### src/rtl/mac_irq_pkg.sv
package mac_irq_pkg;

    typedef enum logic [1:0] {
        PM_IDLE  = 2'd0,
        PM_PEND  = 2'd1,
        PM_DRAIN = 2'd2
    } pm_state_e;

    typedef enum logic {
        LNK_QUIET = 1'b0,
        LNK_PEND  = 1'b1
    } lnk_state_e;

    localparam int ST_LINK     = 0;
    localparam int ST_PMT      = 3;
    localparam int ST_CNT_SUM  = 4;
    localparam int ST_CNT_BASE = 5;

endpackage

### src/rtl/mac_irq_cnt_sum.sv
module mac_irq_cnt_sum #(
    parameter int NUM_CNT = 3
) (
    input  logic               clk,
    input  logic               rst_n,
    input  logic [NUM_CNT-1:0] src_pend,
    output logic [NUM_CNT-1:0] pend_q,
    output logic               any_q
);

    for (genvar i = 0; i < NUM_CNT; i++) begin : g_src
        always_ff @(posedge clk or negedge rst_n) begin
            if (!rst_n) begin
                pend_q[i] <= 1'b0;
            end else begin
                pend_q[i] <= src_pend[i];
            end
        end
    end

    assign any_q = |pend_q;

endmodule

### src/rtl/mac_irq_pm_track.sv
module mac_irq_pm_track
    import mac_irq_pkg::*;
(
    input  logic clk,
    input  logic rst_n,
    input  logic magic_flag,
    input  logic wake_flag,
    input  logic pm_reg_rd,
    output logic pend
);

    pm_state_e st_q, st_d;
    logic      flag_any;

    assign flag_any = magic_flag | wake_flag;

    always_ff @(posedge clk or negedge rst_n) begin
        if (!rst_n) begin
            st_q <= PM_IDLE;
        end else begin
            st_q <= st_d;
        end
    end

    always_comb begin
        st_d = st_q;
        unique case (st_q)
            PM_IDLE:  if (flag_any)  st_d = PM_PEND;
            PM_PEND:  if (pm_reg_rd) st_d = PM_DRAIN;
            PM_DRAIN: if (!flag_any) st_d = PM_IDLE;
            default:                 st_d = PM_IDLE;
        endcase
    end

    always_comb begin
        pend = (st_q != PM_IDLE);
    end

endmodule

### src/rtl/mac_irq_link_det.sv
module mac_irq_link_det
    import mac_irq_pkg::*;
(
    input  logic clk,
    input  logic rst_n,
    input  logic link_in,
    input  logic clr_rd,
    output logic pend
);

    lnk_state_e st_q, st_d;
    logic       link_q;
    logic       armed_q;
    logic       changed;

    always_ff @(posedge clk or negedge rst_n) begin
        if (!rst_n) begin
            link_q  <= 1'b0;
            armed_q <= 1'b0;
        end else begin
            link_q  <= link_in;
            armed_q <= 1'b1;
        end
    end

    assign changed = armed_q && (link_in != link_q);

    always_ff @(posedge clk or negedge rst_n) begin
        if (!rst_n) begin
            st_q <= LNK_QUIET;
        end else begin
            st_q <= st_d;
        end
    end

    always_comb begin
        st_d = st_q;
        unique case (st_q)
            LNK_QUIET: if (changed)            st_d = LNK_PEND;
            LNK_PEND:  if (clr_rd && !changed) st_d = LNK_QUIET;
        endcase
    end

    always_comb begin
        pend = (st_q == LNK_PEND);
    end

endmodule

### src/rtl/mac_irq_agg.sv
module mac_irq_agg
    import mac_irq_pkg::*;
#(
    parameter int STAT_W  = 32,
    parameter int NUM_CNT = 3
) (
    input  logic               clk,
    input  logic               rst_n,
    input  logic [NUM_CNT-1:0] cnt_pend,
    input  logic               pm_magic,
    input  logic               pm_wake,
    input  logic               pm_rd,
    input  logic               link_up,
    input  logic               rgmii_rd,
    input  logic               st_rd,
    input  logic               st_wr,
    input  logic [STAT_W-1:0]  st_wdata,
    input  logic [STAT_W-1:0]  irq_mask,
    output logic [STAT_W-1:0]  status,
    output logic               irq
);

    logic [NUM_CNT-1:0] cnt_bits;
    logic               cnt_any;
    logic               pm_bit;
    logic               link_bit;
    logic               unused_acc;

    // The status word is read-only and reading it has no side effect.
    assign unused_acc = ^{st_rd, st_wr, st_wdata};

    mac_irq_cnt_sum #(
        .NUM_CNT (NUM_CNT)
    ) u_cnt (
        .clk      (clk),
        .rst_n    (rst_n),
        .src_pend (cnt_pend),
        .pend_q   (cnt_bits),
        .any_q    (cnt_any)
    );

    mac_irq_pm_track u_pm (
        .clk        (clk),
        .rst_n      (rst_n),
        .magic_flag (pm_magic),
        .wake_flag  (pm_wake),
        .pm_reg_rd  (pm_rd),
        .pend       (pm_bit)
    );

    mac_irq_link_det u_link (
        .clk     (clk),
        .rst_n   (rst_n),
        .link_in (link_up),
        .clr_rd  (rgmii_rd),
        .pend    (link_bit)
    );

    always_comb begin
        status                          = '0;
        status[ST_CNT_BASE +: NUM_CNT]  = cnt_bits;
        status[ST_CNT_SUM]              = cnt_any;
        status[ST_PMT]                  = pm_bit;
        status[ST_LINK]                 = link_bit;
    end

    assign irq = |(status & ~irq_mask);

endmodule

### config.mk
export PLATFORM = sky130hd
export DESIGN_NAME = mac_irq_agg
export DESIGN_NICKNAME = d
export VERILOG_FILES = /design/src/rtl/mac_irq_pkg.sv /design/src/rtl/mac_irq_cnt_sum.sv /design/src/rtl/mac_irq_pm_track.sv /design/src/rtl/mac_irq_link_det.sv /design/src/rtl/mac_irq_agg.sv
export SDC_FILE = /design/constraint.sdc
export NUM_CORES = 1
export LEC_CHECK = 0
export CORE_AREA = 4 4 41 43
export DETAILED_ROUTE_END_ITERATION = 8
export DIE_AREA = 0 0 45 47
export DONT_BUFFER_PORTS = 1
export PLACE_DENSITY_LB_ADDON = 0.1
export SETUP_SLACK_MARGIN = 0.15
export SYNTH_ARGS = -nofsm -noshare
export SYNTH_HDL_FRONTEND = slang
export SYNTH_SLANG_ARGS = --single-unit
### constraint.sdc
create_clock -name clk -period 4.21 [get_ports clk]
set_input_delay 0.6315 -clock clk [delete_from_list [all_inputs] [get_ports clk]]
set_output_delay 0.6315 -clock clk [all_outputs]
set_load 0.02 [all_outputs]
# == Word-level counts from Yosys, hierarchy flattened ==
# Cells that the tools add are included.
# word_totals
ff_bits,8
elab_cells,32
out_inout_bits,33
# op_classes
eq_ne,6
muxes,7
bitwise,4
n_reduce_logical,8
# op_table
cell,count
AND 8 x 32 -> 32 bit,1
NOT 32 bit,1
OR reduction 32 bit,1
two-way mux 2 bit,3
one-hot mux 2 bit (3 select lines),1
!= test 2 bit (second input constant),2
AND reduction 3 bit,1
OR reduction 3 bit,1
== test 2 x 1 -> 1 bit (second input constant),1
== test 2 bit (second input constant),1
logical AND 1 bit,2
zero test 2 bit,1
two-way mux 1 bit,2
!= test 2 x 1 -> 1 bit (second input constant),1
one-hot mux 1 bit (2 select lines),1
nonzero test 2 bit,1
zero test 1 bit,1
!= test 1 bit,1
NOT 1 bit,1
bitwise OR 1 bit,1

# == Longest topological paths before layout ==
# Gate-level depths: netlist (run 1).
# depth
word_depth,6
ltp_mapped,3
depth_no_buf,3

# == Modules after synthesis ==
# From an unflattened synthesis (run 1), not the netlist that was laid out.
# hier_totals
hier_cells,59
hier_area_um2,536.8
# by_module_without_submodules
mod,seq_area_each_um2,area_per_inst_um2,cells_each,n_inst
mac_irq_agg,0.0,269.0,40,1
mac_irq_link_det,75.1,100.1,7,1
mac_irq_pm_track,50.0,86.3,8,1
mac_irq_cnt_sum,75.1,81.3,4,1

# == Worst setup path after synthesis (run 1) ==
# Ideal clock, no wire load.
# synth_timing
path_kind,register to output
start,reg u_cnt.pend_q[0]
end,out irq
path_buffers,0
arrival_time_ps,1587
stages_incl_launch_ff,4
slack_ps,1991
t_required_ps,3579
path_cell_list,dfrtp_1 -> or3_4 -> nor2b_1 -> or4_1
# synth_between
elab_chain_len,3
# synth_rtl
element,line,source
"start, declared",mac_irq_cnt_sum.sv:7,"output logic [NUM_CNT-1:0] pend_q,"
"start signal, assigned by index",mac_irq_cnt_sum.sv:16,pend_q[i] <= src_pend[i];
OR reduction 3 bit,mac_irq_cnt_sum.sv:21,assign any_q = |pend_q;
named net cnt_any,mac_irq_agg.sv:24,logic cnt_any;
AND 8 x 32 -> 32 bit,mac_irq_agg.sv:67,assign irq = |(status & ~irq_mask);
OR reduction 32 bit,mac_irq_agg.sv:67,
"end, declared",mac_irq_agg.sv:20,output logic irq
# The timed path passes the listed nets, and every way through them passes these cells.

# == Worst setup path after layout (run 1) ==
# layout_timing
start,reg u_cnt.pend_q[0]
end,out irq
# layout_between
elab_chain_len,3
# layout_rtl
element,line,source
OR reduction 3 bit,mac_irq_cnt_sum.sv:21,
named net status[4],mac_irq_agg.sv:19,"output logic [STAT_W-1:0] status,"
AND 8 x 32 -> 32 bit,mac_irq_agg.sv:67,
OR reduction 32 bit,mac_irq_agg.sv:67,
# The timed path passes the listed nets, and every way through them passes these cells.

==> results of run 1 <==
cell usage in the layout, fill, tap and decap left out, drive strengths merged:
cell type,instances
a211oi,1
nand3b,1
or2,1
conb,27
xor2,1
or4,1
or3,1
o21ai,3
nand2,1
dfrtp,8
inv,4
o22ai,2
clkbuf,3
nor2b,2
nor3,1
per-layer routing:
layer,track usage,vias up
met1,0.0892,117
met2,0.0989,31
met5,0,-
met3,0.0421,0
met4,0.0526,0
li1,-,128
power by group:
part	switching (W)	leakage, nW	internal [W]
clock	0.0000215	0.0138	0.0000323
combinational	0.0000419	0.136	0.0000163
sequential	0.0000153	0.0950	0.0000905
cell families after synthesis:
kind of cell	share of synthesized area
buffers and inverters	0.433
DFF	0.372
and+or+nand+nor	0.100
AOI/OAI and AO/OA	0.0651
other	0.0140
xor gates and xnor gates	0.0163
flip-flops by register name (all words and copies together) (netlist names):
name	cells
u_link.link_q	1
u_link.armed_q	1
u_pm.st_q	2
u_cnt.pend_q	3
u_link.pend	1
through the flow:
step,cell area [sq um],worst slack (ns),hold slack [ns],total power [W]
final,455,1.63,0.0837,0.000218
after global routing,455,1.57,0.0636,0.000234
after detailed placement,433,1.87,0.336,0.000166
after floorplan,632,1.99,0.336,0.000186
after global placement,433,1.87,0.336,0.000166
after CTS,455,1.60,0.0744,0.000222
final cells by class:
| class | instances | area, sq um |
|---|---|---|
| multi-input cells | 42 | 199 |
| clock buffers | 3 | 22.5 |
| fillers | 138 | 846 |
| inverters | 4 | 15.0 |
| flip-flops and latches | 8 | 200 |
| well taps | 15 | 18.8 |
critical path, stage by stage, from the launching register on:
cell	delay, ns
dfrtp_1	0.46
or3_4	0.47
nor2b_1	0.14
or4_1	0.63
final timing paths:
path                                      startpoint                        end  slack [ns]
min                                            rst_n  u_cnt.pend_q[2]$_DFF_PN0_        0.08
min reg2reg                 u_link.armed_q$_DFF_PN0_      u_link.pend$_DFF_PN0_        0.46
max                        u_cnt.pend_q[0]$_DFF_PN0_                        irq        1.63
min in group clk                         cnt_pend[2]  u_cnt.pend_q[2]$_DFF_PN0_        0.42
max in group asynchronous                      rst_n      u_link.pend$_DFF_PN0_        4.06
max reg2reg                 u_pm.st_q[0]$_DFFE_PN0P_   u_pm.st_q[0]$_DFFE_PN0P_        3.42
==> impl_metrics.toml, run 1 <==
[routing]
ant_nets = 0
drc = 0
wl_met1_um = 283
drt_iter0_markers = 1
route.met3.wl_um = 204
vias = 276
first_pass_iters = 2
wl_per_cell_um = 11.4
vias_per_cell = 3.83
wirelength_um = 819
wl_met2_um = 332
dr.max_layer_used = "met3"

[clocking]
cts_root_buf = "clkbuf_4"
cts_num_sinks = 8
clkTransAtPathRegs_ns = 0.05
cts_tree = "done"
cts_hold_buffers = 0
cts_resized = 0
clk_path_buf_depth = 2
post-cts-setup-buffers = 0
clock_latency_ns = 0.24
numCtsBuffers = 3
cts_max_level = 1

[global_routing]
grt_max_degree = 9
grt_pass1_wl_um = 1100
track_usage = 0.0743
gr-total-overflow = 0
grt_pass1_vias = 258
antenna_found_initial = 0

[setup_path]
critical_path.max_fanout = 3
rr_worst_depth = 2
cp.arrival_ns = 1.95
worstSetupEndpointType = "output pin"
worstPathRequired_ns = 3.58
worstSetupPathType = "register to output pin"
start_kind = "register"

[place]
io_buffers = 0
dp.cells = 69
gp_congestion = 0.614
place_hpwl_um = 764

[timing]
setup_tns_ns = 0
min_period_ns = 2.58
finalMaxSlewViolations = 0
rsz0062_at_grt = "false"
setup_viol = 0
fmax_ghz = 0.388
fin_skew_ns = 0.0000998
finalHoldViolCount = 0
min_period_over_period = 0.613

[yosys]
yosys_warnings = 0
yosysMostFrequentCell = "buf_4"
avgSynthCellArea_sq_um = 9.28
synth-seq-cells = 8
yosysTopAreaCell = "buf_4"
async_flop_share = 1.00
netlist_area_sq_um = 538
synth_top_flop_cell = "dfrtp_1"
synth_edf_count = 0
synth.cells.most_frequent = "buf_4, dfrtp_1, inv_1"
synth_cells = 58
synthTopCellsByArea = "buf_4, dfrtp_1, o21ai_0"
synth_top_area_frac = 0.405
ys_seq_area_frac = 0.372
synth_cell_type_count = 15

[cells_and_area]
postLayoutCoreUtil = 0.350
drive_gt1_frac = 0.0877
diodes = 0
final_cells = 72
nets = 135
area_growth_pct = -15.3

[floorplanning]
io_pins = 109
dieArea_sq_um = 2120
start_util = 0.413
die_w_um = 45
die_h_um = 47
core_area_sq_um = 1300
row_count = 13

[min_path]
hold_class = "input pin to asynchronous set/reset pin"

[pwr]
p_leak_nw = 0.245
p_per_area_nw_per_um2 = 478
max-vdd-ir-drop_mv = 0.212

[flow_run]
maxCapViolCount = 0

[status]
status = "completed"
No activity file was read; power rests on OpenSTA's default activity.
==> inputs of run 2 (changes only) <==
==> constraint.sdc (replaced) <==
create_clock -name clk -period 2.08 [get_ports clk]
set_input_delay 0.312 -clock clk [delete_from_list [all_inputs] [get_ports clk]]
set_output_delay 0.312 -clock clk [all_outputs]
set_load 0.02 [all_outputs]
==> run 2 against run 1 <==
  * Hold slack gained 0.0055 ns
  * Worst setup slack got worse by 1.6 ns
  * Final cell count grew 8.3%
  * First-iteration DRC count is the same
  * Non-clock buffer count is 6 higher
  * Global-route usage shrank 0.26 points
  * Register-to-register slack worse by 2.2 ns
  * Clock power increased by 110%
  * Flip-flop and latch count is the same
  * Critical path type unchanged
  * Critical endpoint unchanged
  * Largest power group unchanged
==> impl_metrics.toml, run 2 (synthesized netlist as in run 1, its figures left out) <==
[clocking]
cts_root_buf = "clkbuf_4"
clk_path_buf_depth = 2
cts_tree = "done"
clock_latency_ns = 0.25
post-cts-setup-buffers = 0
numCtsBuffers = 3
clkTransAtPathRegs_ns = 0.05
cts_num_sinks = 8
cts_max_level = 1

[routing]
drc = 0
ant_nets = 0
wirelength_um = 825
drt_iter0_markers = 1
wl_per_cell_um = 10.6
vias_per_cell = 3.79
vias = 296
first_pass_iters = 4

[cells_and_area]
nFillCells = 143
diodes = 0
drive_gt1_frac = 0.175
largest_reg_flops = 3
top_register = "u_cnt.pend_q"
multi_input_area_sq_um = 203
final_common_cell = "conb_1"
seqCellArea_sq_um = 200
final_cell_mix = "conb_1, dfrtp_1, buf_4"
reg_top3 = "u_cnt.pend_q: 3 flops, u_pm.st_q: 2 flops"
area_growth_pct = -5.81
nets = 141

[global_routing]
antenna_found_initial = 0
gr-total-overflow = 0
grt_max_degree = 9
grt_pass1_wl_um = 1010
grt_pass1_vias = 249
track_usage = 0.0717

[floorplanning]
die_h_um = 47
dieArea_sq_um = 2120
row_count = 13
io_pins = 109
core_area_sq_um = 1300
start_util = 0.413
die_w_um = 45

[pwr]
p_per_area_nw_per_um2 = 939
p_leak_nw = 0.274
max-vdd-ir-drop_mv = 0.503

[timing]
finalMaxSlewViolations = 0
min_period_ns = 2.00
min_period_over_period = 0.963
setup_tns_ns = 0
fin_skew_ns = 0.0000879
finalHoldViolCount = 0
fmax_ghz = 0.499
rsz0062_at_grt = "true"
setup_viol = 0
timing.hold.ws_ns = 0.0892
fin_ws_ns = 0.0768

[flow_run]
maxCapViolCount = 0

[setup_path]
cp.arrival_ns = 1.69
start_kind = "register"
critical_path.max_fanout = 2
worstSetupPathType = "register to output pin"
worstPathRequired_ns = 1.77
worstSetupEndpointType = "output pin"

[place]
io_buffers = 0
gp_congestion = 0.692
place_hpwl_um = 760
pre_cts_ws_ns = 0.262

[min_path]
hold_class = "input pin to register"

[status]
status = "completed"
run 2: what timing repair did:
item,4_1_cts,5_1_grt
setup endpoints to repair,1,1
resized for setup,1,0
cloned,0,0
hold buffers,1,0
hold endpoints to repair,8,0
run 2: worst paths after layout:
check / start / to / slack [ns] / cells after the start
worst max-delay path: u_cnt.pend_q[0]$_DFF_PN0_ / irq / 0.08 / 3
worst min-delay path: cnt_pend[0] / u_cnt.pend_q[0]$_DFF_PN0_ / 0.09 / 0
worst max register to register: u_pm.st_q[0]$_DFFE_PN0P_ / u_pm.st_q[0]$_DFFE_PN0P_ / 1.27 / 2
worst min register to register: u_link.armed_q$_DFF_PN0_ / u_link.pend$_DFF_PN0_ / 0.45 / 2
max in group asynchronous: rst_n / u_link.armed_q$_DFF_PN0_ / 1.42 / 1
min in group asynchronous: rst_n / u_cnt.pend_q[0]$_DFF_PN0_ / 0.40 / 1
run 2: layout make-up:
cell class / count / share of cell area
multi-input combinational: 42 / 0.400
sequential: 8 / 0.395
timing repair buffer: 6 / 0.0938
clock buffer: 3 / 0.0444
tap: 15 / 0.0370
inverter: 4 / 0.0296
run 2: worst max-delay path: stages (launching register included):
cell	delay (ns)
dfrtp_1	0.37
or3_4	0.38
nor2b_1	0.14
or4_4	0.56
run 2: routing by layer:
metal  global-route usage  vias up  part of all wire
met5                    0        -                 0
met4               0.0702        0             0.018
met3               0.0575        2              0.27
met2               0.0904       33              0.40
met1               0.0723      123              0.31
li1                     -      138                 -
run 2: power breakdown:
part | total (W) | internal, W | switching (W) | leakage (nW)
combinational | 0.000153 | 0.0000553 | 0.0000974 | 0.165
sequential | 0.000208 | 0.000183 | 0.0000249 | 0.0950
clock | 0.000115 | 0.0000658 | 0.0000495 | 0.0138
total | 0.000476 | 0.000304 | 0.000172 | 0.274
run 2: per-stage QoR:
stage | cell area, sq um | power, W | utilization | cells
after global routing | 507 | 0.000508 | 0.389 | 78
after detailed placement | 470 | 0.000358 | 0.362 | 74
after floorplan | 632 | 0.000377 | - | 83
after global placement | 470 | 0.000359 | 0.362 | 74
final | 507 | 0.000476 | 0.389 | 78
after CTS | 507 | 0.000485 | 0.389 | 78
==> inputs of run 3 (changes only) <==
==> constraint.sdc (replaced) <==
create_clock -name clk -period 1.84 [get_ports clk]
set_input_delay 0.276 -clock clk [delete_from_list [all_inputs] [get_ports clk]]
set_output_delay 0.276 -clock clk [all_outputs]
set_load 0.02 [all_outputs]
==> run 3 against run 2 <==
  * The run now ends with setup timing left
  * Register-to-register slack got worse by 0.33 ns
  * Via count increased by 2.7%
  * Critical path depth unchanged
  * Combinational power increased by 48%
  * Critical path type unchanged
  * Global-route usage increased by 2.2 points
  * Sequential power increased by 8%
  * Clock power increased by 11%
  * Count of clock-buffer cells in the layout unchanged
  * Clock skew about the same
  * Worst setup slack got worse by 0.13 ns
  * Core utilization increased by 1.7 points
  * Sequential share of layout area decreased by 1.2 points
==> impl_metrics.toml, run 3 (synthesized netlist as in run 1, its figures left out) <==
[timing]
min_period_ns = 1.89
fmax_ghz = 0.528
setup_viol = 1
fin_ws_ns = -0.0527
finalHoldViolCount = 0
fin_skew_ns = 0.000141
setup_tns_ns = -0.0527
rsz0062_at_grt = "true"
finalMaxSlewViolations = 0
min_period_over_period = 1.03

[clocking]
clock_latency_ns = 0.24
clk_path_buf_depth = 2
clkTransAtPathRegs_ns = 0.05
cts_num_sinks = 8
cts_root_buf = "clkbuf_4"
cts_tree = "done"
cts_max_level = 1
numCtsBuffers = 3

[setup_path]
rr_worst_depth = 3
critPathMaxStageDelay_ns = 0.46
worstSetupPathType = "register to output pin"
start_kind = "register"
r2r-end = "u_pm.st_q[0]$_DFFE_PN0P_"
worstPathRequired_ns = 1.56
reg2reg_from = "u_pm.st_q[0]$_DFFE_PN0P_"
worstPathCellList = "or3_4 > nor2b_1 > or4_4"
slowest_stage = "or4_4"
critical_path.max_fanout = 2
cp.arrival_ns = 1.62
rrSetupSlack_ns = 0.94
worstSetupEndpointType = "output pin"

[min_path]
hp-start = "cnt_pend[0]"
hold_class = "input pin to register"
worstHoldEndpoint = "u_cnt.pend_q[0]$_DFF_PN0_"
min_delay_path_depth = 0

[routing]
wl_per_cell_um = 10.8
vias = 304
wirelength_um = 864
drc = 0
vias_per_cell = 3.80
ant_nets = 0
drt_iter0_markers = 1
first_pass_iters = 2

[cells_and_area]
largest_reg_flops = 3
top_register = "u_cnt.pend_q"
nets = 143
drive_gt1_frac = 0.246
final_cell_mix = "conb_1, buf_4, dfrtp_1"
area_growth_pct = -1.63
multi_input_area_sq_um = 208
reg_top3 = "u_cnt.pend_q: 3 flops, u_pm.st_q: 2 flops"
final_common_cell = "conb_1"
nFillCells = 141
seqCellArea_sq_um = 203
diodes = 0
fin_area_sq_um = 529

[floorplanning]
start_util = 0.413
row_count = 13
die_h_um = 47
die_w_um = 45
dieArea_sq_um = 2120
core_area_sq_um = 1300
io_pins = 109

[status]
status = "finished, violations left"
violations = "setup timing"

[pwr]
internal_power_w = 0.000381
sequentialPowerShare = 0.388
switching_share = 0.343
p_per_area_nw_per_um2 = 1100
p_leak_nw = 0.283
pwr-share-comb = 0.392
p_switching_w = 0.000199
p_clk_frac = 0.220
p_total_w = 0.000580
max-vdd-ir-drop_mv = 0.619

[place]
place_hpwl_um = 771
pre_cts_ws_ns = 0.109
dpl_cell_area_sq_um = 477
gp_congestion = 0.603
io_buffers = 0

[global_routing]
gr-total-overflow = 0
grt_pass1_vias = 301
track_usage = 0.0933
grt_pass1_wl_um = 1260
grt_max_degree = 9
antenna_found_initial = 0

[flow_run]
maxCapViolCount = 0
## run 3: critical path: cells and delay by family (launching register included)
kind / cells / cell delay (ns)
DFF: 1 / 0.39
and+or+nand+nor: 3 / 0.98
## run 3: worst max-delay path by stage
| stage | cells after the start | to | startpoint |
|---|---|---|---|
| finish | 3 | irq | u_cnt.pend_q[1]$_DFF_PN0_ |
| global route | 3 | irq | u_cnt.pend_q[1]$_DFF_PN0_ |
| CTS | 3 | irq | u_cnt.pend_q[1]$_DFF_PN0_ |
| detailed placement | 3 | irq | u_cnt.pend_q[0]$_DFF_PN0_ |
| global placement | 3 | irq | u_cnt.pend_q[0]$_DFF_PN0_ |
| floorplan | 3 | irq | u_cnt.pend_q[0]$_DFF_PN0_ |
## run 3: cell type report
cell class                      instances  share of cell area
Tap cell                               15              0.0355
Sequential cell                         8               0.383
Inverter                                4              0.0284
Multi-Input combinational cell         42               0.392
Timing Repair Buffer                    8               0.118
Clock buffer                            3              0.0426
## run 3: power groups by stage
| stage | sequential, W | combinational (W) | clock [W] |
|---|---|---|---|
| after floorplan | 0.000234 | 0.000196 | 0 |
| after global placement | 0.000240 | 0.000167 | 0 |
| after detailed placement | 0.000240 | 0.000167 | 0 |
| after CTS | 0.000225 | 0.000229 | 0.000134 |
| after global routing | 0.000230 | 0.000250 | 0.000151 |
| final | 0.000225 | 0.000227 | 0.000128 |
## run 3: per-layer routing
layer	vias up	part of all wire	wire length, um	track usage
li1	143	-	-	-
met1	123	0.34	297	0.0958
met2	34	0.41	351	0.116
met3	4	0.21	184	0.0766
met4	0	0.036	31	0.0877
met5	-	0	0	0
## run 3: through the flow
stage / util / std cells / hold slack (ns)
2_1_floorplan: - / 83 / -0.0196
3_3_place_gp: 0.366 / 74 / -0.0194
3_5_place_dp: 0.366 / 74 / -0.0193
4_1_cts: 0.407 / 80 / 0.0418
5_1_grt: 0.407 / 80 / 0.0253
6_report: 0.407 / 80 / 0.0508
## run 3: repair_timing
action	CTS	global route
gates resized for setup	2	0
pin swaps	2	0
hold endpoints to repair	8	0
hold buffers	1	0
setup endpoints to repair	1	1
setup buffers	2	0
